===== config.mk =====
export PLATFORM = sky130hd
export DESIGN_NAME = rx_page_ring
export DESIGN_NICKNAME = d
export VERILOG_FILES = /design/src/rtl/rxr_pkg.sv /design/src/rtl/rxr_page_regs.sv /design/src/rtl/rxr_status.sv /design/src/rtl/rxr_wr_ctrl.sv /design/src/rtl/rx_page_ring.sv
export SDC_FILE = /design/constraint.sdc
export NUM_CORES = 1
export LEC_CHECK = 0
export BUFFER_PORTS_ARGS = -buffer_cell sky130_fd_sc_hd__buf_2
export CAP_MARGIN = 40
export CORE_ASPECT_RATIO = 1.1
export CORE_MARGIN = 4
export CORE_UTILIZATION = 55
export DETAILED_ROUTE_END_ITERATION = 10
export PLACE_DENSITY_LB_ADDON = 0.2
export SETUP_SLACK_MARGIN = 0.3
export SYNTH_ARGS = -nofsm -noshare
export SYNTH_HDL_FRONTEND = slang
export SYNTH_SLANG_ARGS = --single-unit

===== constraint.sdc =====
create_clock -name clk -period 4.31 [get_ports clk]
set_clock_uncertainty 0.05 [all_clocks]
set_input_delay 0.431 -clock clk [delete_from_list [all_inputs] [get_ports clk]]
set_output_delay 0.431 -clock clk [all_outputs]
set_load 0.02 [all_outputs]

===== src/rtl/rxr_pkg.sv =====
package rxr_pkg;
  typedef enum logic [1:0] {ST_IDLE, ST_RECV, ST_DROP, ST_HDR} rxr_state_e;

  localparam int HDR_BYTES   = 4;
  localparam int LEN_W       = 16;
  localparam int STS_W       = 8;
  localparam int STS_RX_BIT  = 0;
  localparam int STS_OVF_BIT = 4;
  localparam int NUM_PREGS   = 4;

  localparam logic [1:0] SEL_LO  = 2'd0;
  localparam logic [1:0] SEL_HI  = 2'd1;
  localparam logic [1:0] SEL_WR  = 2'd2;
  localparam logic [1:0] SEL_REL = 2'd3;
endpackage


===== src/rtl/rxr_page_regs.sv =====
module rxr_page_regs
  import rxr_pkg::*;
#(
  parameter int PAGE_W = 8,
  parameter logic [PAGE_W-1:0] RST_LO = 8'h4C,
  parameter logic [PAGE_W-1:0] RST_HI = 8'h80
) (
  input  logic              clk,
  input  logic              rst_n,
  input  logic              cfg_we,
  input  logic [1:0]        cfg_sel,
  input  logic [PAGE_W-1:0] cfg_data,
  input  logic              wr_upd,
  input  logic [PAGE_W-1:0] wr_new,
  output logic [PAGE_W-1:0] ring_lo,
  output logic [PAGE_W-1:0] ring_hi,
  output logic [PAGE_W-1:0] wr_page,
  output logic [PAGE_W-1:0] rel_page
);
  logic [NUM_PREGS-1:0][PAGE_W-1:0] preg_q;
  logic [NUM_PREGS-1:0][PAGE_W-1:0] preg_d;
  logic [NUM_PREGS-1:0]             preg_en;

  for (genvar i = 0; i < NUM_PREGS; i++) begin : g_preg
    localparam logic [PAGE_W-1:0] RST_V = (i == int'(SEL_HI)) ? RST_HI : RST_LO;
    localparam logic [1:0]        MY_SEL = 2'(i);

    always_comb begin
      preg_en[i] = 1'b0;
      preg_d[i]  = preg_q[i];
      if (cfg_we && cfg_sel == MY_SEL) begin
        preg_en[i] = 1'b1;
        preg_d[i]  = cfg_data;
      end else if (MY_SEL == SEL_WR && wr_upd) begin
        preg_en[i] = 1'b1;
        preg_d[i]  = wr_new;
      end
    end

    always_ff @(posedge clk or negedge rst_n) begin
      if (!rst_n)          preg_q[i] <= RST_V;
      else if (preg_en[i]) preg_q[i] <= preg_d[i];
    end
  end

  assign ring_lo  = preg_q[SEL_LO];
  assign ring_hi  = preg_q[SEL_HI];
  assign wr_page  = preg_q[SEL_WR];
  assign rel_page = preg_q[SEL_REL];
endmodule


===== src/rtl/rxr_status.sv =====
module rxr_status
  import rxr_pkg::*;
(
  input  logic             clk,
  input  logic             rst_n,
  input  logic             set_rx,
  input  logic             set_ovf,
  input  logic             clr,
  input  logic [STS_W-1:0] clr_mask,
  output logic [STS_W-1:0] sts
);
  logic [STS_W-1:0] set_vec;
  logic [STS_W-1:0] sts_q;
  logic [STS_W-1:0] sts_d;
  logic             sts_en;

  always_comb begin
    set_vec              = '0;
    set_vec[STS_RX_BIT]  = set_rx;
    set_vec[STS_OVF_BIT] = set_ovf;
    sts_en = clr || set_rx || set_ovf;
    sts_d  = (sts_q & ~(clr ? clr_mask : '0)) | set_vec;
  end

  always_ff @(posedge clk or negedge rst_n) begin
    if (!rst_n)      sts_q <= '0;
    else if (sts_en) sts_q <= sts_d;
  end

  assign sts = sts_q;


  clr_only_masked_chk: assert property (@(posedge clk) disable iff (!rst_n)
    (clr && !set_rx && !set_ovf) |=> (sts_q == ($past(sts_q) & ~$past(clr_mask))));
endmodule


===== src/rtl/rxr_wr_ctrl.sv =====
module rxr_wr_ctrl
  import rxr_pkg::*;
#(
  parameter int PAGE_W = 8,
  parameter int OFF_W  = 8,
  parameter logic [7:0] OK_CODE = 8'h01
) (
  input  logic                     clk,
  input  logic                     rst_n,
  input  logic                     in_valid,
  input  logic [7:0]               in_data,
  input  logic                     in_last,
  output logic                     in_ready,
  input  logic [PAGE_W-1:0]        ring_lo,
  input  logic [PAGE_W-1:0]        ring_hi,
  input  logic [PAGE_W-1:0]        wr_page,
  input  logic [PAGE_W-1:0]        rel_page,
  output logic                     wr_upd,
  output logic [PAGE_W-1:0]        wr_new,
  output logic                     set_rx,
  output logic                     set_ovf,
  output logic                     ram_we,
  output logic [PAGE_W+OFF_W-1:0]  ram_addr,
  output logic [7:0]               ram_wdata
);
  localparam int ADDR_W = PAGE_W + OFF_W;
  localparam int HC_W   = $clog2(HDR_BYTES);
  localparam logic [OFF_W-1:0] OFF_END   = '1;
  localparam logic [OFF_W-1:0] OFF_FIRST = OFF_W'(HDR_BYTES);
  localparam logic [HC_W-1:0]  HC_END    = HC_W'(HDR_BYTES - 1);

  function automatic logic [PAGE_W-1:0] follow(input logic [PAGE_W-1:0] p,
                                              input logic [PAGE_W-1:0] lo,
                                              input logic [PAGE_W-1:0] hi);
    logic [PAGE_W-1:0] inc;
    inc = p + 1'b1;
    return (inc == hi) ? lo : inc;
  endfunction

  rxr_state_e        state_q, state_d;
  logic [PAGE_W-1:0] page_q, page_d, nxt_q, nxt_d;
  logic [OFF_W-1:0]  off_q, off_d;
  logic [LEN_W-1:0]  len_q, len_d;
  logic [HC_W-1:0]   hc_q, hc_d;
  logic              we_d;
  logic [ADDR_W-1:0] addr_d;
  logic [7:0]        wdata_d;
  logic              we_q;
  logic [ADDR_W-1:0] addr_q;
  logic [7:0]        wdata_q;

  logic [PAGE_W-1:0] eff_page, step_page;
  logic [OFF_W-1:0]  eff_off;
  logic [LEN_W-1:0]  eff_len;
  logic              take;

  assign in_ready = (state_q != ST_HDR);

  always_comb begin
    eff_page  = (state_q == ST_IDLE) ? wr_page   : page_q;
    eff_off   = (state_q == ST_IDLE) ? OFF_FIRST : off_q;
    eff_len   = (state_q == ST_IDLE) ? LEN_W'(HDR_BYTES) : len_q;
    step_page = follow(eff_page, ring_lo, ring_hi);
    take      = in_valid && in_ready;

    state_d = state_q;
    page_d  = page_q;
    off_d   = off_q;
    len_d   = len_q;
    nxt_d   = nxt_q;
    hc_d    = hc_q;
    we_d    = 1'b0;
    addr_d  = addr_q;
    wdata_d = wdata_q;
    wr_upd  = 1'b0;
    wr_new  = nxt_q;
    set_rx  = 1'b0;
    set_ovf = 1'b0;

    case (state_q)
      ST_IDLE, ST_RECV: begin
        if (take) begin
          we_d    = 1'b1;
          addr_d  = {eff_page, eff_off};
          wdata_d = in_data;
          len_d   = eff_len + 1'b1;
          off_d   = eff_off + 1'b1;
          page_d  = eff_page;
          state_d = ST_RECV;
          if (in_last) begin
            if (step_page == rel_page) begin
              set_ovf = 1'b1;
              state_d = ST_IDLE;
            end else begin
              nxt_d   = step_page;
              hc_d    = '0;
              state_d = ST_HDR;
            end
          end else if (eff_off == OFF_END) begin
            page_d = step_page;
            if (step_page == rel_page) begin
              set_ovf = 1'b1;
              state_d = ST_DROP;
            end
          end
        end
      end
      ST_DROP: begin
        if (take && in_last) state_d = ST_IDLE;
      end
      ST_HDR: begin
        we_d   = 1'b1;
        addr_d = {wr_page, OFF_W'(hc_q)};
        case (hc_q)
          2'd0:    wdata_d = 8'(nxt_q);
          2'd1:    wdata_d = OK_CODE;
          2'd2:    wdata_d = len_q[7:0];
          default: wdata_d = len_q[15:8];
        endcase
        hc_d = hc_q + 1'b1;
        if (hc_q == HC_END) begin
          wr_upd  = 1'b1;
          set_rx  = 1'b1;
          state_d = ST_IDLE;
        end
      end
      default: state_d = ST_IDLE;
    endcase
  end

  always_ff @(posedge clk or negedge rst_n) begin
    if (!rst_n) begin
      state_q <= ST_IDLE;
      page_q  <= '0;
      off_q   <= '0;
      len_q   <= '0;
      nxt_q   <= '0;
      hc_q    <= '0;
      we_q    <= 1'b0;
      addr_q  <= '0;
      wdata_q <= '0;
    end else begin
      state_q <= state_d;
      page_q  <= page_d;
      off_q   <= off_d;
      len_q   <= len_d;
      nxt_q   <= nxt_d;
      hc_q    <= hc_d;
      we_q    <= we_d;
      if (we_d) begin
        addr_q  <= addr_d;
        wdata_q <= wdata_d;
      end
    end
  end

  assign ram_we    = we_q;
  assign ram_addr  = addr_q;
  assign ram_wdata = wdata_q;


  ready_drop_after_last_chk: assert property (@(posedge clk) disable iff (!rst_n)
    $fell(in_ready) |-> $past(in_valid && in_last));


  ram_in_ring_chk: assert property (@(posedge clk) disable iff (!rst_n)
    ram_we |-> (ram_addr[ADDR_W-1:OFF_W] >= ring_lo && ram_addr[ADDR_W-1:OFF_W] < ring_hi));
endmodule


===== src/rtl/rx_page_ring.sv =====
module rx_page_ring
  import rxr_pkg::*;
#(
  parameter int PAGE_W = 8,
  parameter int OFF_W  = 8,
  parameter logic [PAGE_W-1:0] RST_LO = 8'h4C,
  parameter logic [PAGE_W-1:0] RST_HI = 8'h80,
  parameter logic [7:0] OK_CODE = 8'h01
) (
  input  logic                    clk,
  input  logic                    rst_n,
  input  logic                    in_valid,
  input  logic [7:0]              in_data,
  input  logic                    in_last,
  output logic                    in_ready,
  input  logic                    cfg_we,
  input  logic [1:0]              cfg_sel,
  input  logic [PAGE_W-1:0]       cfg_data,
  input  logic                    sts_clr,
  input  logic [STS_W-1:0]        sts_clr_mask,
  output logic [PAGE_W-1:0]       ring_lo,
  output logic [PAGE_W-1:0]       ring_hi,
  output logic [PAGE_W-1:0]       wr_page,
  output logic [PAGE_W-1:0]       rel_page,
  output logic [STS_W-1:0]        status,
  output logic                    ram_we,
  output logic [PAGE_W+OFF_W-1:0] ram_addr,
  output logic [7:0]              ram_wdata
);
  logic              wr_upd;
  logic [PAGE_W-1:0] wr_new;
  logic              set_rx, set_ovf;

  rxr_page_regs #(.PAGE_W(PAGE_W), .RST_LO(RST_LO), .RST_HI(RST_HI)) u_regs (
    .clk(clk), .rst_n(rst_n), .cfg_we(cfg_we), .cfg_sel(cfg_sel), .cfg_data(cfg_data),
    .wr_upd(wr_upd), .wr_new(wr_new), .ring_lo(ring_lo), .ring_hi(ring_hi),
    .wr_page(wr_page), .rel_page(rel_page));

  rxr_wr_ctrl #(.PAGE_W(PAGE_W), .OFF_W(OFF_W), .OK_CODE(OK_CODE)) u_ctrl (
    .clk(clk), .rst_n(rst_n), .in_valid(in_valid), .in_data(in_data), .in_last(in_last),
    .in_ready(in_ready), .ring_lo(ring_lo), .ring_hi(ring_hi), .wr_page(wr_page),
    .rel_page(rel_page), .wr_upd(wr_upd), .wr_new(wr_new), .set_rx(set_rx),
    .set_ovf(set_ovf), .ram_we(ram_we), .ram_addr(ram_addr), .ram_wdata(ram_wdata));

  rxr_status u_sts (
    .clk(clk), .rst_n(rst_n), .set_rx(set_rx), .set_ovf(set_ovf),
    .clr(sts_clr), .clr_mask(sts_clr_mask), .sts(status));


  wr_moves_on_rx_chk: assert property (@(posedge clk) disable iff (!rst_n)
    (!$stable(wr_page) && !$past(cfg_we)) |-> status[STS_RX_BIT]);


  drop_keeps_wr_chk: assert property (@(posedge clk) disable iff (!rst_n)
    ($rose(status[STS_OVF_BIT]) && !$past(cfg_we)) |-> $stable(wr_page));


  never_full_chk: assert property (@(posedge clk) disable iff (!rst_n)
    (wr_upd && !cfg_we) |=> (wr_page != rel_page));
endmodule


== Yosys cells after proc, flatten, opt, wreduce, memory -nomap -nowiden ==
Index checks and enable logic that the tools add are counted.

* Bits of input ports: 32
* Flip-flop bits (word level): 109
* Word-level logic and storage cells: 103
* Output and inout port bits: 66

* Eq/ne operators: 18
* Add/sub/neg operators: 4
* Bitwise gates (word level): 4
* Reduce and logical (&&, ||, !) cells: 23
* Muxes and demuxes: 40

{| class="wikitable"
|+ Operators with widths
! cell !! count
|-
| $mux 8 || 9
|-
| $mux 16 || 2
|-
| $pmux 16 s2 || 1
|-
| $pmux 8 s3 || 1
|-
| $mux 2 || 10
|-
| $add 16x1->16 const B || 1
|-
| $add 8x1->8 const B || 2
|-
| $eq 8x8->1 || 2
|-
| $pmux 8 s2 || 1
|-
| $mux 1 || 13
|-
| $eq 2x2->1 const B || 6
|-
| $reduce_and 2->1 || 5
|-
| $and 8x8->8 || 1
|-
| $eq 8x8->1 const B || 1
|-
| $not 8->8 || 1
|-
| $or 8x5->8 || 1
|-
| $reduce_and 4->1 || 2
|-
| $eq 2x1->1 const B || 3
|-
| $logic_and 1x1->1 || 6
|-
| $logic_not 2->1 || 3
|-
| $ne 2x1->1 const B || 3
|-
| $ne 2x2->1 const B || 3
|-
| $pmux 2 s3 || 1
|-
| $reduce_and 3->1 || 2
|-
| other kinds (7) || 9
|}

== Depth between registers and ports, before layout ==
Gate-level depths: netlist of run 1.

* Depth in word-level cells: 12
* Depth in mapped cells: 15
* Gate-level depth less buffers: 13

== By module ==
From an unflattened synthesis of run 1, not the netlist that was laid out.

* Cells, all modules: 631
* Area, all modules: 6384.9 um^2

{| class="wikitable"
|+ Modules (own cells, without submodules)
! module !! cells an instance !! area an instance (um^2) !! times used
|-
| rxr_wr_ctrl || 536 || 4802.1 || 1
|-
| rxr_page_regs || 77 || 1315.0 || 1
|-
| rxr_status || 18 || 267.8 || 1
|}

== Least setup slack after synthesis of run 1 ==
No wires, ideal clock.

* Path kind: register to register
* From: register u_ctrl.state_q[1]
* To: register u_ctrl.state_q[0]
* Arrival time: 3.698 ns
* Path buffers: 1
* Library setup time: 0.124 ns
* Cell stages (with the launch flop): 15
* Setup slack: 0.438 ns
* Data required time: 4.136 ns
* Path through: dfrtp_1 buf_2 nor2_1 mux2i_1 inv_1 ha_1 inv_1 a21oi_1 xnor3_1 nor4_2 nand4b_4 mux2_4 xor2_1 or4_4 o31a_1

* Longest elaborated chain between the ends: 11
* Elaborated cells between the ends (all ways): 25

{| class="wikitable"
|+ RTL lines
! element !! RTL line !! text
|-
| from (decl) || rxr_wr_ctrl.sv:40 || <nowiki>rxr_state_e state_q, state_d;</nowiki>
|-
| from (signal assigned) || rxr_wr_ctrl.sv:143 || <nowiki>state_q <= state_d;</nowiki>
|-
| $logic_not 2->1 || rxr_wr_ctrl.sv:60, rxr_wr_ctrl.sv:61, rxr_wr_ctrl.sv:80 ||
|-
| $mux 8 || rxr_wr_ctrl.sv:60 || <nowiki>eff_page = (state_q == ST_IDLE) ? wr_page : page_q;</nowiki>
|-
| $add 8x1->8 || rxr_wr_ctrl.sv:36 || <nowiki>inc = p + 1'b1;</nowiki>
|-
| $eq 8x8->1 || rxr_wr_ctrl.sv:37 || <nowiki>return (inc == hi) ? lo : inc;</nowiki>
|-
| $mux 8 || rxr_wr_ctrl.sv:37 ||
|-
| $eq 8x8->1 || rxr_wr_ctrl.sv:91, rxr_wr_ctrl.sv:101 ||
|-
| $mux 2 || rxr_wr_ctrl.sv:101 || <nowiki>if (step_page == rel_page) begin</nowiki>
|-
| $mux 2 || rxr_wr_ctrl.sv:99 || <nowiki>end else if (eff_off == OFF_END) begin</nowiki>
|-
| $mux 2 || rxr_wr_ctrl.sv:90 || <nowiki>if (in_last) begin</nowiki>
|-
| $mux 2 || rxr_wr_ctrl.sv:82 || <nowiki>if (take) begin</nowiki>
|-
| $pmux 2 s3 || rxr_wr_ctrl.sv:80 || <nowiki>case (state_q)</nowiki>
|}

Several ways; a longest one is shown, not always the timed one. The select of a mux whose other input is x is not followed.
A chain may end at the register's enable or synchronous reset.

== Final worst setup path of run 1 ==
Ends and elaborated chain as after synthesis.

==> impl_results.rst, run 1 <==
.. list-table::
   :header-rows: 1

   * - Metric
     - Value
   * - Antenna cell count
     - 0
   * - Transition time of the tightest slew-check pin
     - 0.783 ns
   * - Pin count of the biggest net entering global routing
     - 39
   * - Floorplan die width
     - 107 um
   * - Row cnt
     - 39
   * - Initial Util
     - 56.5%
   * - Number of top-level design ports
     - 98
   * - Final GP Congestion
     - 0.923
   * - Post-CTS Hold Fix Bufs
     - 0
   * - Clock sinks
     - 109
   * - Worst reg2reg startpoint
     - u_ctrl.state_q[1]$_DFFE_PN0P_
   * - Total overflow reported by the global router
     - 0
   * - Crit path time final
     - 3.83 ns
   * - TritonCTS clock tree
     - yes
   * - Top area cells in the synthesized netlist
     - dfrtp_1 42%, nand2_1 5.9%, mux2_2 5.5%
   * - CTS Buf Count
     - 9
   * - Die Y
     - 117 um
   * - Total die area
     - 12400 um^2
   * - DR vias
     - 4959
   * - Arrival time reported for the critical path endpoint
     - 4.02 ns
   * - Status
     - complete, but fails checks
   * - Number of endpoints with negative hold slack in the final report
     - 10
   * - Global routing usage summed across all routing layers
     - 26.0%
   * - Pwr/cell area
     - 719 nW/um^2
   * - Portion of synthesized cell area occupied by the leading cell type
     - 42.0%
   * - Startpoint of the worst setup timing path
     - u_ctrl.state_q[1]$_DFFE_PN0P_
   * - Failing checks
     - negative hold slack
   * - Category of the most critical setup path
     - reg2reg
   * - PnR worst setup slack
     - 0.482 ns
   * - Crit Path Max Fanout
     - 7
   * - Leading cell type by number of instances after synthesis
     - dfrtp_1
   * - Static leakage power
     - 3.28 nW
   * - R2R Setup Slk
     - 0.48 ns
   * - Dpl cell area
     - 6580 um^2
   * - ANT nets after route
     - 0
   * - Ratio of cells with drive above 1 in the final layout
     - 28.0%
   * - Wire per inst
     - 18.9 um
   * - Number of design-rule violations left by the first detailed-router iteration
     - 280
   * - Largest area contributor in the synthesized netlist
     - dfrtp_1
   * - H-tree lvl count
     - 3
   * - Depth of the worst register-to-register path
     - 12
   * - Half-perimeter wire length after detailed placement
     - 11800 um
   * - Count of synthesis-stage warnings from yosys
     - 0
   * - Per-cell via count in the routed design
     - 5.91
   * - Clock root buffer
     - clkbuf_16
   * - Synthesized instance count
     - 591
   * - Setup repair after global routing missed its margin
     - no
   * - Number of buffer cells added on primary ports
     - 97
   * - Number of remaining DRC errors
     - 0
   * - Core area
     - 10400 um^2
   * - Distinct cell type count of the synthesized netlist
     - 62
   * - Maxcap violations
     - 0
   * - Skew-Pair Late Insertion Delay
     - 0.36 ns
   * - Number of antenna violations at the first check in global routing
     - 0
   * - Highest clock frequency the design can meet
     - 0.261 GHz
   * - Crit end category
     - flop
   * - Total nets after synthesis
     - 630
   * - Setup slack after placement
     - 0.286 ns
   * - Fraction of the cycle the final worst path needs
     - 88.8%
   * - Commonest cells post-synth
     - 99 x dfrtp_1, 92 x nand2_1, 38 x o21ai_0
   * - Tightest Hold Check Type
     - in2async
   * - Number of pins exceeding their max-slew limit in the final report
     - 0
   * - Count of flip-flops with a built-in enable after synthesis
     - 0
   * - Post-route setup TNS
     - 0 ns
   * - Sequential share of the synthesized area
     - 46.5%
   * - Worst ir drop on vdd
     - 0.314 mV
   * - Buffer levels on the longest clock path
     - 2
   * - Max_slew headroom
     - 47.8%
   * - Clock-pin slew reported for the worst setup and hold paths after clock tree synthesis
     - 0.07 ns
   * - Area of all placed cells without fillers
     - 6980 um^2
   * - Area growth syn-to-layout
     - 18.3%
   * - Final Net Count
     - 730
   * - First-pass GRT wire length
     - 25200 um
   * - Post-synth top flop
     - dfrtp_1
   * - Total detailed-routing wirelength
     - 15800 um
   * - Final-layout worst hold slack
     - -0.0166 ns
   * - Count of TritonRoute iterations in the first routing pass
     - 5
   * - Kind of launch point of the worst setup path
     - flop
   * - Register bit count reported by yosys
     - 109
   * - Post-Synthesis Mean Instance Area
     - 9.98 um^2
   * - Post-synth ARST share
     - 100%
   * - Vias in the first global route
     - 4758
   * - Critical path data required time
     - 4.50 ns
   * - Reg-to-reg endpoint
     - u_ctrl.state_q[0]$_DFFE_PN0P_
   * - Final setup violation count
     - 0
   * - Sum of internal, switching and leakage power
     - 0.00501 W
   * - Synth Cell Area
     - 5900 um^2
## worst max-delay path, stage by stage, from the launching register on
cell and delay [ns]:
dfrtp_2 0.45, or3b_4 0.43, nand2_1 0.11, ha_2 0.21, inv_1 0.08, a21oi_1 0.11
or3b_2 0.50, xnor2_1 0.15, nand4b_4 0.22, mux2_4 0.36, xor2_1 0.18, or4_4 0.55
o31a_1 0.29
## cell usage in the layout (no fill, tap or decap), drive strengths merged, types with 15 or more instances in the layout
cell | synthesis | final
a22oi | 16 | 16
buf | 8 | 119
inv | 16 | 17
mux2i | 27 | 27
xnor2 | 15 | 15
a21oi | 22 | 22
dfrtp | 99 | 99
mux2 | 36 | 36
nor2 | 34 | 34
nand2 | 92 | 92
o21ai | 40 | 40
## repair_timing
| action | 4_1_cts | 5_1_grt |
|---|---|---|
| gates resized for setup | 1 | 11 |
| pin swaps | 0 | 1 |
| endpoints found under the setup margin | 3 | 13 |
| setup buffers | 0 | 6 |
## where the power goes
part	total, W	internal, W	switching (W)
registers	0.00177	0.00138	0.000386
logic	0.00238	0.000979	0.00140
clock network	0.000870	0.000472	0.000398
total	0.00501	0.00283	0.00218
## through the flow
stage / std cells / utilization [%]
after floorplan: 591 / -
after global placement: 815 / 62.7
after detailed placement: 817 / 63.0
after CTS: 833 / 65.9
after global routing: 839 / 66.8
final: 839 / 66.8
## area by class of cell
cell class	instances	area, um^2
inverters	17	63.8
well taps	143	179
clock inverters	6	71.3
fillers	902	3470
clock buffers	10	239
repair buffers	119	669
flip-flops and latches	109	2740
multi-input cells	435	3010
## worst max-delay path by stage
stage	to
finish	u_ctrl.state_q[0]$_DFFE_PN0P_
floorplan	u_ctrl.state_q[0]$_DFFE_PN0P_
global placement	u_ctrl.state_q[1]$_DFFE_PN0P_
CTS	u_ctrl.state_q[1]$_DFFE_PN0P_
detailed placement	u_ctrl.state_q[1]$_DFFE_PN0P_
global route	u_ctrl.state_q[1]$_DFFE_PN0P_
## layer usage
metal / track usage [%] / part of all wire (%) / up-vias
met2: 44.5 / 51 / 152
met1: 33.8 / 42 / 2460
met5: 0 / 0 / -
li1: - / - / 2315
met3: 4.04 / 4.4 / 32
met4: 9.46 / 2.8 / 0
## state kept, by name (all words and copies together) (netlist names)
signal            count
u_regs.ring_hi        8
u_ctrl.ram_we         1
u_ctrl.ram_addr      16
u_ctrl.off_q          8
u_ctrl.hc_q           2
u_regs.rel_page       8
u_ctrl.state_q        2
u_ctrl.page_q         8
u_sts.sts             8
u_ctrl.wr_new         8
u_ctrl.len_q         16
u_regs.wr_page        8
u_ctrl.ram_wdata      8
u_regs.ring_lo        8
## cell families (layout without fill, tap and decap cells)
logic type / count (synthesis) / after routing / synth area share (%)
buffers and inverters: 47 / 152 / 3.20
adders and majority gates: 7 / 7 / 1.48
AOI/OAI and AO/OA: 141 / 141 / 15.5
and+or+nand+nor: 191 / 191 / 15.5
muxes: 63 / 63 / 11.5
xor gates and xnor gates: 33 / 33 / 6.30
DFF: 109 / 109 / 46.5
No activity file was read; power rests on OpenSTA's default activity.
==> inputs of run 2 (changes only) <==
Clock period 4.31 ns to 4.2 ns, I/O delays scaled along.
==> run 2 against run 1 <==
  * The run now ends clean
  * Combinational power grew 3%
  * Setup slack lost 0.039 ns
  * Power grew 3.1%
  * Sequential power grew 3%
  * Flip-flop and latch count is the same
  * Count of clock-buffer cells in the layout shrank 1
  * Global-route usage grew 0.90 points
  * Core utilization is essentially flat
  * Register-to-register slack lost 0.04 ns
  * First-iteration DRC count grew 21%
  * Largest cell class unchanged
==> impl_results.rst, run 2 (synthesized netlist as in run 1, its figures left out) <==
.. list-table::
   :header-rows: 1

   * - Metric
     - Value
   * - Total overflow reported by the global router
     - 0 (unchanged)
   * - Vias in the first global route
     - 4992 (was 4758)
   * - Clock sinks
     - 109 (unchanged)
   * - Clock root buffer
     - clkbuf_16 (unchanged)
   * - Wire per inst
     - 19.2 um (was 18.9 um)
   * - Reg-to-reg endpoint
     - u_ctrl.state_q[0]$_DFFE_PN0P_ (unchanged)
   * - Global routing usage summed across all routing layers
     - 26.9% (was 26.0%)
   * - List of cells traversed by the critical path
     - buf_4, or2_2, mux2i_1, xnor3_1, nor4_4, nand4b_4, mux2_4, xor2_1, or4_4, o31a_1 (was or3b_4, nand2_1, ha_2, inv_1, a21oi_1, or3b_2, xnor2_1, nand4b_4, mux2_4, xor2_1, or4_4, o31a_1)
   * - Number of endpoints with negative hold slack in the final report
     - 0 (was 10)
   * - First-pass GRT wire length
     - 26000 um (was 25200 um)
   * - Area of all placed cells without fillers
     - 6980 um^2 (about the same)
   * - Static leakage power
     - 3.27 nW (was 3.28 nW)
   * - Worst ir drop on vdd
     - 0.366 mV (was 0.314 mV)
   * - Total detailed-routing wirelength
     - 16100 um (was 15800 um)
   * - Core area
     - 10400 um^2 (unchanged)
   * - Setup repair after global routing missed its margin
     - no (unchanged)
   * - Cell count after placement
     - 820 (was 817)
   * - Non-filler cells in the finished layout
     - 838 (was 839)
   * - Switching power of the nets
     - 0.00227 W (was 0.00218 W)
   * - H-tree lvl count
     - 3 (unchanged)
   * - Final GP Congestion
     - 0.905 (was 0.923)
   * - Share of total power in combinational logic
     - 47.5% (was 47.4%)
   * - Number of remaining DRC errors
     - 0 (unchanged)
   * - Switching share of total power
     - 43.9% (was 43.5%)
   * - Sum of internal, switching and leakage power
     - 0.00517 W (was 0.00501 W)
   * - Worst setup path end
     - u_ctrl.state_q[0]$_DFFE_PN0P_ (unchanged)
   * - Highest clock frequency the design can meet
     - 0.266 GHz (was 0.261 GHz)
   * - CTS Buf Count
     - 9 (unchanged)
   * - Status
     - finished, final reports clean (was complete, but fails checks)
   * - Register area
     - 2740 um^2 (unchanged)
   * - R2R Setup Slk
     - 0.44 ns (was 0.48 ns)
   * - Max_slew headroom
     - 42.1% (was 47.8%)
   * - Floorplan die width
     - 107 um (unchanged)
   * - Critical path data required time
     - 4.38 ns (was 4.50 ns)
   * - Maxcap violations
     - 0 (unchanged)
   * - Filler cell count
     - 891 (was 902)
   * - Area growth syn-to-layout
     - 18.3% (about the same)
   * - Footprint of the multi-input gates
     - 3020 um^2 (was 3010 um^2)
   * - Ratio of cells with drive above 1 in the final layout
     - 28.1% (was 28.0%)
   * - Buffer levels on the longest clock path
     - 2 (unchanged)
   * - Number of buffer cells added on primary ports
     - 97 (unchanged)
   * - Number of pins exceeding their max-slew limit in the final report
     - 0 (unchanged)
   * - Per-cell via count in the routed design
     - 5.92 (was 5.91)
   * - Depth of the worst register-to-register path
     - 10 (was 12)
   * - Pwr/cell area
     - 741 nW/um^2 (was 719 nW/um^2)
   * - Crit. path cell count
     - 10 (was 12)
   * - Final setup violation count
     - 0 (unchanged)
   * - Worst reg2reg startpoint
     - u_ctrl.state_q[1]$_DFFE_PN0P_ (unchanged)
   * - Arrival time reported for the critical path endpoint
     - 3.94 ns (was 4.02 ns)
   * - Kind of launch point of the worst setup path
     - flop (unchanged)
   * - Int Pwr
     - 0.00290 W (was 0.00283 W)
   * - Count of TritonRoute iterations in the first routing pass
     - 5 (unchanged)
   * - Power share of the clock group
     - 17.4% (about the same)
   * - Number of antenna violations at the first check in global routing
     - 0 (unchanged)
   * - Transition time of the tightest slew-check pin
     - 0.869 ns (was 0.783 ns)
   * - Initial Util
     - 56.5% (unchanged)
   * - Pin count of the biggest net entering global routing
     - 56 (was 39)
   * - Half-perimeter wire length after detailed placement
     - 11900 um (was 11800 um)
   * - Category of the most critical setup path
     - reg2reg (unchanged)
   * - Number of design-rule violations left by the first detailed-router iteration
     - 339 (was 280)
   * - DR vias
     - 4962 (was 4959)
   * - Fraction of the cycle the final worst path needs
     - 89.5% (was 88.8%)
   * - TritonCTS clock tree
     - yes (unchanged)
   * - Most frequent cells in the layout
     - 97 x dfrtp_1, 96 x buf_2, 92 x nand2_1, 38 x o21ai_0, 31 x nor2_1 (unchanged)
   * - Crit Path Max Fanout
     - 18 (was 7)
   * - Cell family with most CP delay
     - simple AND/OR/NAND/NOR gates (unchanged)
   * - Total die area
     - 12400 um^2 (unchanged)
   * - Tightest Hold Check Type
     - in2reg (was in2async)
   * - Number of top-level design ports
     - 98 (unchanged)
   * - Final Net Count
     - 729 (was 730)
   * - Dpl cell area
     - 6590 um^2 (was 6580 um^2)
   * - Antenna cell count
     - 0 (unchanged)
   * - Buf+Inv Stages, Crit Path
     - 1 (unchanged)
   * - Leading cell type in the layout, fill and taps excluded
     - dfrtp_1 (unchanged)
   * - Slowest Stage Delay on Critical Path
     - 0.55 ns (about the same)
   * - Power share of the sequential group
     - 35.1% (was 35.2%)
   * - Startpoint of the worst setup timing path
     - u_ctrl.state_q[1]$_DFFE_PN0P_ (unchanged)
   * - Cell with the largest stage delay on the worst path
     - or4_4 (unchanged)
   * - Skew-Pair Late Insertion Delay
     - 0.36 ns (about the same)
   * - Die Y
     - 117 um (unchanged)
   * - Crit path time final
     - 3.76 ns (was 3.83 ns)
   * - Clock-pin slew reported for the worst setup and hold paths after clock tree synthesis
     - 0.08 ns (was 0.07 ns)
   * - ANT nets after route
     - 0 (unchanged)
   * - Post-route setup TNS
     - 0 ns (unchanged)
   * - Row cnt
     - 39 (unchanged)
   * - Crit end category
     - flop (unchanged)
==> run 2: cell types whose count changed in the layout (fill, tap and decap cells not counted), sizes merged <==
| cell | previous run | this run |
|---|---|---|
| clkinvlp | 1 | 0 |
| clkinv | 4 | 6 |
| buf | 119 | 117 |
| clkbuf | 10 | 9 |
| dlygate4sd3 | 0 | 1 |
==> run 2: worst register-to-register path: cells and delay by family, from the launching register on <==
family / cells / cell delay, ns
buffers and inverters: 1 / 0.21
flip-flops: 1 / 0.42
AO/OA/AOI/OAI: 1 / 0.29
multiplexers: 2 / 0.65
XOR/XNOR: 2 / 0.49
AND/OR/NAND/NOR: 4 / 1.53
==> run 2: power groups by stage <==
stage | clock network (W) | registers, W | logic, W
2_1_floorplan | 0 | 0.00192 | 0.00146
6_report | 0.000901 | 0.00182 | 0.00245
3_3_place_gp | 0 | 0.00181 | 0.00232
4_1_cts | 0.000911 | 0.00181 | 0.00242
3_5_place_dp | 0 | 0.00182 | 0.00237
5_1_grt | 0.000962 | 0.00185 | 0.00269
==> run 2: area by class of cell <==
class,instances,area share (%)
Clock buffer,9,3.23
Clock inverter,7,1.40
Inverter,17,0.914
Multi-Input combinational cell,435,43.2
Sequential cell,109,39.3
Tap cell,143,2.56
Timing Repair Buffer,118,9.34
==> run 2: worst min path at each step <==
stage / start / to / slack (ns) / cells past startpoint
6_report: sts_clr_mask[1] / u_sts.sts[1]$_DFFE_PN0P_ / 0.20 / 2
3_3_place_gp: rst_n / u_sts.sts[3]$_DFFE_PN0P_ / 0.29 / 1
4_1_cts: sts_clr_mask[1] / u_sts.sts[1]$_DFFE_PN0P_ / 0.19 / 2
2_1_floorplan: rst_n / u_ctrl.hc_q[0]$_DFFE_PN0P_ / 0.07 / 0
3_5_place_dp: rst_n / u_ctrl.ram_addr[3]$_DFFE_PN0P_ / 0.29 / 1
5_1_grt: sts_clr_mask[2] / u_sts.sts[2]$_DFFE_PN0P_ / 0.19 / 2
==> run 2: metrics by stage <==
step	hold slack [ns]	worst slack, ns	util, %
5_1_grt	0.193	0.301	66.8
4_1_cts	0.191	0.312	66.5
2_1_floorplan	0.0744	0.328	-
3_5_place_dp	0.288	0.159	63.1
3_3_place_gp	0.286	0.335	63.0
6_report	0.198	0.443	66.8
==> run 2: metal layers <==
| layer | global-route usage [%] | vias up | wire (um) |
|---|---|---|---|
| met5 | 0 | - | 0 |
| met2 | 47.5 | 152 | 8140 |
| li1 | - | 2302 | - |
| met3 | 4.09 | 22 | 821 |
| met4 | 9.29 | 0 | 354 |
| met1 | 34.1 | 2486 | 6740 |
==> run 2: timing repair <==
action                     CTS  global route
setup endpoints to repair    8            10
pin swaps                    0             0
hold endpoints to repair    23             0
hold buffers                 1             0
buffers inserted             0             1
resized for setup            6             9
